[src/rtl/plm_pkg.sv]
package plm_pkg;

  // Classification strobes sent from the datapath to the lock control.
  typedef struct packed {
    logic good;   // gap below lock threshold
    logic mid;    // gap between the thresholds
    logic bad;    // gap above unlock threshold or partner missing
  } gap_evt_t;

  typedef enum logic [1:0] {
    PEND_NONE = 2'd0,
    PEND_REF  = 2'd1,
    PEND_FB   = 2'd2
  } pend_e;

  // Consecutive good cycles required for lock, per configuration code.
  function automatic logic [7:0] runTarget(input logic [1:0] code);
    case (code)
      2'd0:    runTarget = 8'd5;
      2'd1:    runTarget = 8'd16;
      2'd2:    runTarget = 8'd64;
      default: runTarget = 8'd255;
    endcase
  endfunction

endpackage

[src/rtl/plm_datapath.sv]
module plm_datapath
  import plm_pkg::*;
#(
  parameter int GAP_W          = 16,
  parameter int LOCK_NARROW    = 4,
  parameter int UNLOCK_NARROW  = 8,
  parameter int LOCK_WIDE      = 12,
  parameter int UNLOCK_WIDE    = 24
) (
  input  logic             clk,
  input  logic             rst,
  input  logic             refEdge,
  input  logic             fbEdge,
  input  logic             windowSel,
  input  logic [1:0]       backlashCode,
  input  logic [GAP_W-1:0] pairTimeout,
  output gap_evt_t         evt,
  output logic [GAP_W-1:0] phaseGap
);

  localparam logic [GAP_W-1:0] GAP_SAT = '1;

  pend_e            pend;
  logic [GAP_W-1:0] elapsed;
  logic [GAP_W-1:0] lockTh, unlockTh;
  logic             partner, timedOut, measured;
  logic [GAP_W-1:0] gapNow;

  always_comb begin
    lockTh   = (windowSel ? GAP_W'(LOCK_WIDE)   : GAP_W'(LOCK_NARROW))   + GAP_W'(backlashCode);
    unlockTh = (windowSel ? GAP_W'(UNLOCK_WIDE) : GAP_W'(UNLOCK_NARROW)) + GAP_W'(backlashCode);
  end

  always_comb begin
    partner  = (pend == PEND_REF && fbEdge) || (pend == PEND_FB && refEdge);
    timedOut = (pend != PEND_NONE) && !partner && (elapsed >= pairTimeout);
    measured = partner || (pend == PEND_NONE && refEdge && fbEdge);
    gapNow   = (pend == PEND_NONE) ? '0 : elapsed;
  end

  always_ff @(posedge clk) begin
    if (rst) begin
      pend     <= PEND_NONE;
      elapsed  <= '0;
      evt      <= '0;
      phaseGap <= '0;
    end else begin
      evt <= '0;
      if (measured) begin
        pend      <= PEND_NONE;
        phaseGap  <= gapNow;
        evt.good  <= (gapNow < lockTh);
        evt.bad   <= (gapNow > unlockTh);
        evt.mid   <= (gapNow >= lockTh) && (gapNow <= unlockTh);
      end else if (timedOut) begin
        pend     <= PEND_NONE;
        phaseGap <= GAP_SAT;
        evt.bad  <= 1'b1;
      end else if (pend == PEND_NONE) begin
        if (refEdge) begin
          pend    <= PEND_REF;
          elapsed <= GAP_W'(1);
        end else if (fbEdge) begin
          pend    <= PEND_FB;
          elapsed <= GAP_W'(1);
        end
      end else begin
        elapsed <= elapsed + GAP_W'(1);
      end
    end
  end

  // coincident edges from idle give a zero gap and leave nothing pending
  p_coincident_zero_r2: assert property (@(posedge clk) disable iff (rst)
    (pend == PEND_NONE && refEdge && fbEdge) |=> (phaseGap == '0 && pend == PEND_NONE));

  // a waiting reference edge survives more reference strobes
  p_same_side_ignored_r3: assert property (@(posedge clk) disable iff (rst)
    (pend == PEND_REF && !fbEdge && elapsed < pairTimeout) |=> (pend == PEND_REF));

  // an expired wait yields a bad cycle with a saturated gap
  p_timeout_bad_r9: assert property (@(posedge clk) disable iff (rst)
    (pend != PEND_NONE && !partner && elapsed >= pairTimeout)
      |=> (evt.bad && phaseGap == GAP_SAT && pend == PEND_NONE));

  // at most one class per measurement
  p_one_class_r4: assert property (@(posedge clk) disable iff (rst)
    $onehot0({evt.good, evt.mid, evt.bad}));

endmodule

[src/rtl/plm_control.sv]
module plm_control
  import plm_pkg::*;
#(
  parameter int RUN_W = 8
) (
  input  logic       clk,
  input  logic       rst,
  input  gap_evt_t   evt,
  input  logic [1:0] countCode,
  output logic       locked
);

  logic [RUN_W-1:0] run;
  logic [RUN_W:0]   runNext;
  logic [RUN_W:0]   need;

  always_comb begin
    runNext = {1'b0, run} + 1'b1;
    need    = (RUN_W+1)'(runTarget(countCode));
  end

  always_ff @(posedge clk) begin
    if (rst) begin
      locked <= 1'b0;
      run    <= '0;
    end else if (evt.bad) begin
      locked <= 1'b0;
      run    <= '0;
    end else if (evt.mid) begin
      run <= '0;
    end else if (evt.good && !locked) begin
      if (runNext >= need) begin
        locked <= 1'b1;
        run    <= '0;
      end else begin
        run <= runNext[RUN_W-1:0];
      end
    end
  end

  // one bad cycle drops lock
  p_drop_on_bad_r8: assert property (@(posedge clk) disable iff (rst)
    evt.bad |=> !locked);

  // lock holds through anything but a bad cycle
  p_hold_lock_r7: assert property (@(posedge clk) disable iff (rst)
    (locked && !evt.bad) |=> locked);

  // lock can only rise on a good cycle
  p_rise_needs_good_r5: assert property (@(posedge clk) disable iff (rst)
    (!locked && !evt.good) |=> !locked);

  // a neutral or bad cycle restarts the run
  p_run_restart_r6: assert property (@(posedge clk) disable iff (rst)
    (evt.mid || evt.bad) |=> (run == '0));

endmodule

[src/rtl/phase_lock_monitor.sv]
module phase_lock_monitor
  import plm_pkg::*;
#(
  parameter int GAP_W = 16,
  parameter int RUN_W = 8
) (
  input  logic             clk,
  input  logic             rst,
  input  logic             refEdge,
  input  logic             fbEdge,
  input  logic             windowSel,
  input  logic [1:0]       backlashCode,
  input  logic [1:0]       countCode,
  input  logic [GAP_W-1:0] pairTimeout,
  output logic             locked,
  output logic [GAP_W-1:0] phaseGap
);

  gap_evt_t evt;

  plm_datapath #(.GAP_W(GAP_W)) i_datapath (
    .clk(clk), .rst(rst), .refEdge(refEdge), .fbEdge(fbEdge),
    .windowSel(windowSel), .backlashCode(backlashCode),
    .pairTimeout(pairTimeout), .evt(evt), .phaseGap(phaseGap)
  );

  plm_control #(.RUN_W(RUN_W)) i_control (
    .clk(clk), .rst(rst), .evt(evt), .countCode(countCode), .locked(locked)
  );

  // lock changes only one cycle after a classified measurement
  p_lock_follows_evt_r10: assert property (@(posedge clk) disable iff (rst)
    (!$past(evt.good) && !$past(evt.bad) && !$past(rst)) |-> $stable(locked));

endmodule

[config.mk]
export PLATFORM = sky130hd
export DESIGN_NAME = phase_lock_monitor
export DESIGN_NICKNAME = d
export VERILOG_FILES = /design/src/rtl/plm_pkg.sv /design/src/rtl/plm_datapath.sv /design/src/rtl/plm_control.sv /design/src/rtl/phase_lock_monitor.sv
export SDC_FILE = /design/constraint.sdc
export NUM_CORES = 1
export LEC_CHECK = 0
export ABC_AREA = 1
export BUFFER_PORTS_ARGS = -buffer_cell sky130_fd_sc_hd__buf_2
export CORE_AREA = 2 2 83 85
export CTS_BUF_LIST = sky130_fd_sc_hd__clkbuf_4 sky130_fd_sc_hd__clkbuf_8 sky130_fd_sc_hd__clkbuf_16
export DETAILED_ROUTE_END_ITERATION = 10
export DIE_AREA = 0 0 85 87
export PLACE_DENSITY = 0.81
export RECOVER_POWER = 50
export SYNTH_ARGS = -nofsm -noshare
export SYNTH_HDL_FRONTEND = slang
export SYNTH_SLANG_ARGS = --single-unit
[constraint.sdc]
create_clock -name clk -period 2.2 [get_ports clk]
set_input_delay 0 -clock clk [delete_from_list [all_inputs] [get_ports clk]]
set_output_delay 0 -clock clk [all_outputs]
set_load 0.02 [all_outputs]
==> metrics.yaml <==
synth:
  ys_seq_area_frac: 0.2889
  synth_top_family_by_area: "simple AND/OR/NAND/NOR gates"
  ys_seq_elements: 46
  synthSimpleGateAreaFrac: 0.2790
  synth_fp_nets: 530
  synth_area_um2: 3188
  synthMuxAreaShare: 0
  synthTopCellsByArea: "dfxtp_1 (29%), ha_1 (13%), nand2_1 (11%)"
  syn_area_per_cell_um2: 6.754
  synth_cells: 472
  synth_top_area_share: 0.2889
  synth_cell_types: 30
  synth_adder_area_share: 0.1295
  synth_xor_area_frac: 0.04945
  synth_compound_area_frac: 0.1276
  synth_edf_count: 0
  yosys_warnings: 0
  synthArstFlopShare: 0
  synth_largest_area_cell: "dfxtp_1"
  ys.flop_type: "dfxtp_1"
critical_path:
  reg2reg_from: "i_control.run[0]"
  setup.worst_path.start_class: "flop"
  required_ps: 2420
  worst-path-buf-inv: 0
  worstPathMaxFanout: 5
  max_stage_delay_ps: 340
  crit_chain: "ha_1 -> nand2_1 -> nor2_2 -> nand3_2 -> xnor2_2 -> ha_1 -> a21oi_1 -> nand2_2 -> nand2_4 -> nand2_1 -> a21oi_1 -> nor2_1"
  worstPathArrival_ps: 2250
  rr_endpoint: "i_control.locked"
  slowest_stage: "dfxtp_1"
  timing.critical_path.from: "i_control.run[0]"
  endpoint_kind: "flop"
  r2r_cells: 12
  r2r_slack_ps: 170
  crit_type: "reg -> reg"
  path_delay_family: "simple AND/OR/NAND/NOR gates"
run:
  drv_cap: 0
grt:
  track_usage: 0.1977
  antenna_found_initial: 0
  grt_pass1_vias: 2862
  grt_pass1_wl_um: 12140
  grt_max_degree: 35
  grt_overflow: 0
sta:
  setup_viol: 0
  layout_min_cycle_time_ps: 2030
  max_slew_margin: 0.7376
  whs_ps: 42.25
  skew_ps: 11.46
  report.final.slew_viol_count: 0
  fin_ws_ps: 170.1
  fin_crit_sh: 0.9227
  fmax_ghz: 0.4926
  hold_viol_final: 0
  worstMarginPinSlew_ps: 390.6
drt:
  avgViaCountPerCell: 5.121
  dr_wl_met2_um: 3535
  drt_first_pass_iters: 5
  drc: 0
  wirelength_um: 7245
  top_layer: "met4"
  detail-route-antenna-nets: 0
  drtIter0Drc: 212
  vias: 3088
  routed-wl-met3_um: 360
  wirelength_met1_um: 3263
  wl_per_cell_um: 12.01
clock_tree:
  clk_latency_ps: 310
  htreeDepth: 2
  clk_pin_slew_ps: 100
  root_buffer: "clkbuf_8"
  cts.sinks: 46
  cts_tree: "done"
  clockBufferDepth: 2
  cts_buffers: 5
power:
  p_per_area_nw_per_um2: 508.2
  p_leak_nw: 1.840
  peakVddDrop_mv: 0.4828
floorplan:
  die_y_um: 87
  core_area_um2: 6569
  ios: 42
  die_x_um: 85
  die_area_um2: 7395
  rows: 30
  start_util: 0.4853
finish:
  drive_gt1_frac: 0.1205
  nets: 580
  final_cells: 603
  diodes: 0
  mostFrequentLayoutCells: "nand2_1 (91), inv_1 (76), nor2_1 (57)"
  area_delta_synth_final_pct: 14.09
  final_area_um2: 3637
  fin_util: 0.5537
  layout_commonest_cell: "nand2_1"
min_path:
  hold_start: "refEdge"
  min_path_cells: 3
  min_path_type: "in -> reg"
  whs_endpoint: "i_datapath.pend[0]"
placed_design:
  port_buffers: 41
  placed_cell_area_um2: 3506
  place_ws_ps: -19.42
  gp_congestion: 0.9301
  place_hpwl_um: 5462
  dp.cells: 593
status:
  status: "finished clean"
cell families (layout without fill, tap and decap cells):
group / after synthesis / after routing
flip-flops: 46 / 46
AND/OR/NAND/NOR: 203 / 204
AO/OA/AOI/OAI: 77 / 77
buffers and inverters: 95 / 145
XOR/XNOR: 18 / 18
adder cells (fa/ha/maj): 33 / 33
synth_stat cells (5+ instances only):
| cell | n |
|---|---|
| o21ai_0 | 22 |
| ha_1 | 33 |
| nand4_1 | 26 |
| a21oi_1 | 46 |
| inv_1 | 76 |
| dfxtp_1 | 46 |
| nand2_1 | 93 |
| nor2_1 | 58 |
| nor3_1 | 7 |
| xor2_1 | 15 |
| buf_6 | 5 |
| nand3_1 | 13 |
repair_timing:
action,in CTS,in global routing
endpoints found under the setup margin,3,9
endpoints found under the hold margin,1,0
cloned,0,1
pin swaps,0,2
setup buffers,0,0
hold buffers,1,0
gates resized for setup,1,6
worst min-delay path, cell delays in order:
cell     delay [ps]
buf_2           110
a21oi_1         140
nor3_1           50
metrics by stage:
| stage | power, mW | setup TNS (ps) |
|---|---|---|
| 3_5_place_dp | 1.224 | -19.80 |
| 2_1_floorplan | 1.139 | 0 |
| 3_3_place_gp | 1.212 | 0 |
| 4_1_cts | 1.874 | 0 |
| 5_1_grt | 1.931 | -6.694 |
| 6_report | 1.848 | 0 |
how the worst max path moves through the flow:
stage                                   to  slack, ps  cells past startpoint
after detailed placement  i_control.locked        -20                     13
after floorplan           i_control.locked        160                     13
after global placement    i_control.locked         90                     13
after global routing      i_control.run[6]         -6                     12
after CTS                 i_control.locked         60                     13
final                     i_control.locked        170                     12
cell type report:
cell class | count | area (um2)
clock buffer | 5 | 68.82
clock inverter | 3 | 45.04
fill | 634 | 2932
inverter | 80 | 300.3
multi-input combinational | 332 | 1894
sequential | 46 | 922.1
tap | 80 | 100.1
timing repair buffer | 57 | 306.5
report_power, final:
group	internal (mW)	switching, mW
combinational	0.102	0.216
clock	0.338	0.307
sequential	0.865	0.0204
total	1.31	0.543
per-layer routing:
layer	GRT usage	up-vias
li1	-	1621
met1	0.2446	1382
met2	0.3537	78
met3	0.03507	7
met4	0.05339	0
met5	0	-
sequential cells by signal (all words and copies together), names as in the netlist:
| signal | cells |
|---|---|
| i_datapath.phaseGap | 16 |
| i_control.run | 8 |
| i_datapath.pend | 2 |
| i_datapath.elapsed | 16 |
| i_datapath.evt | 3 |
| i_control.locked | 1 |
Power figures use the tool's default switching activity.
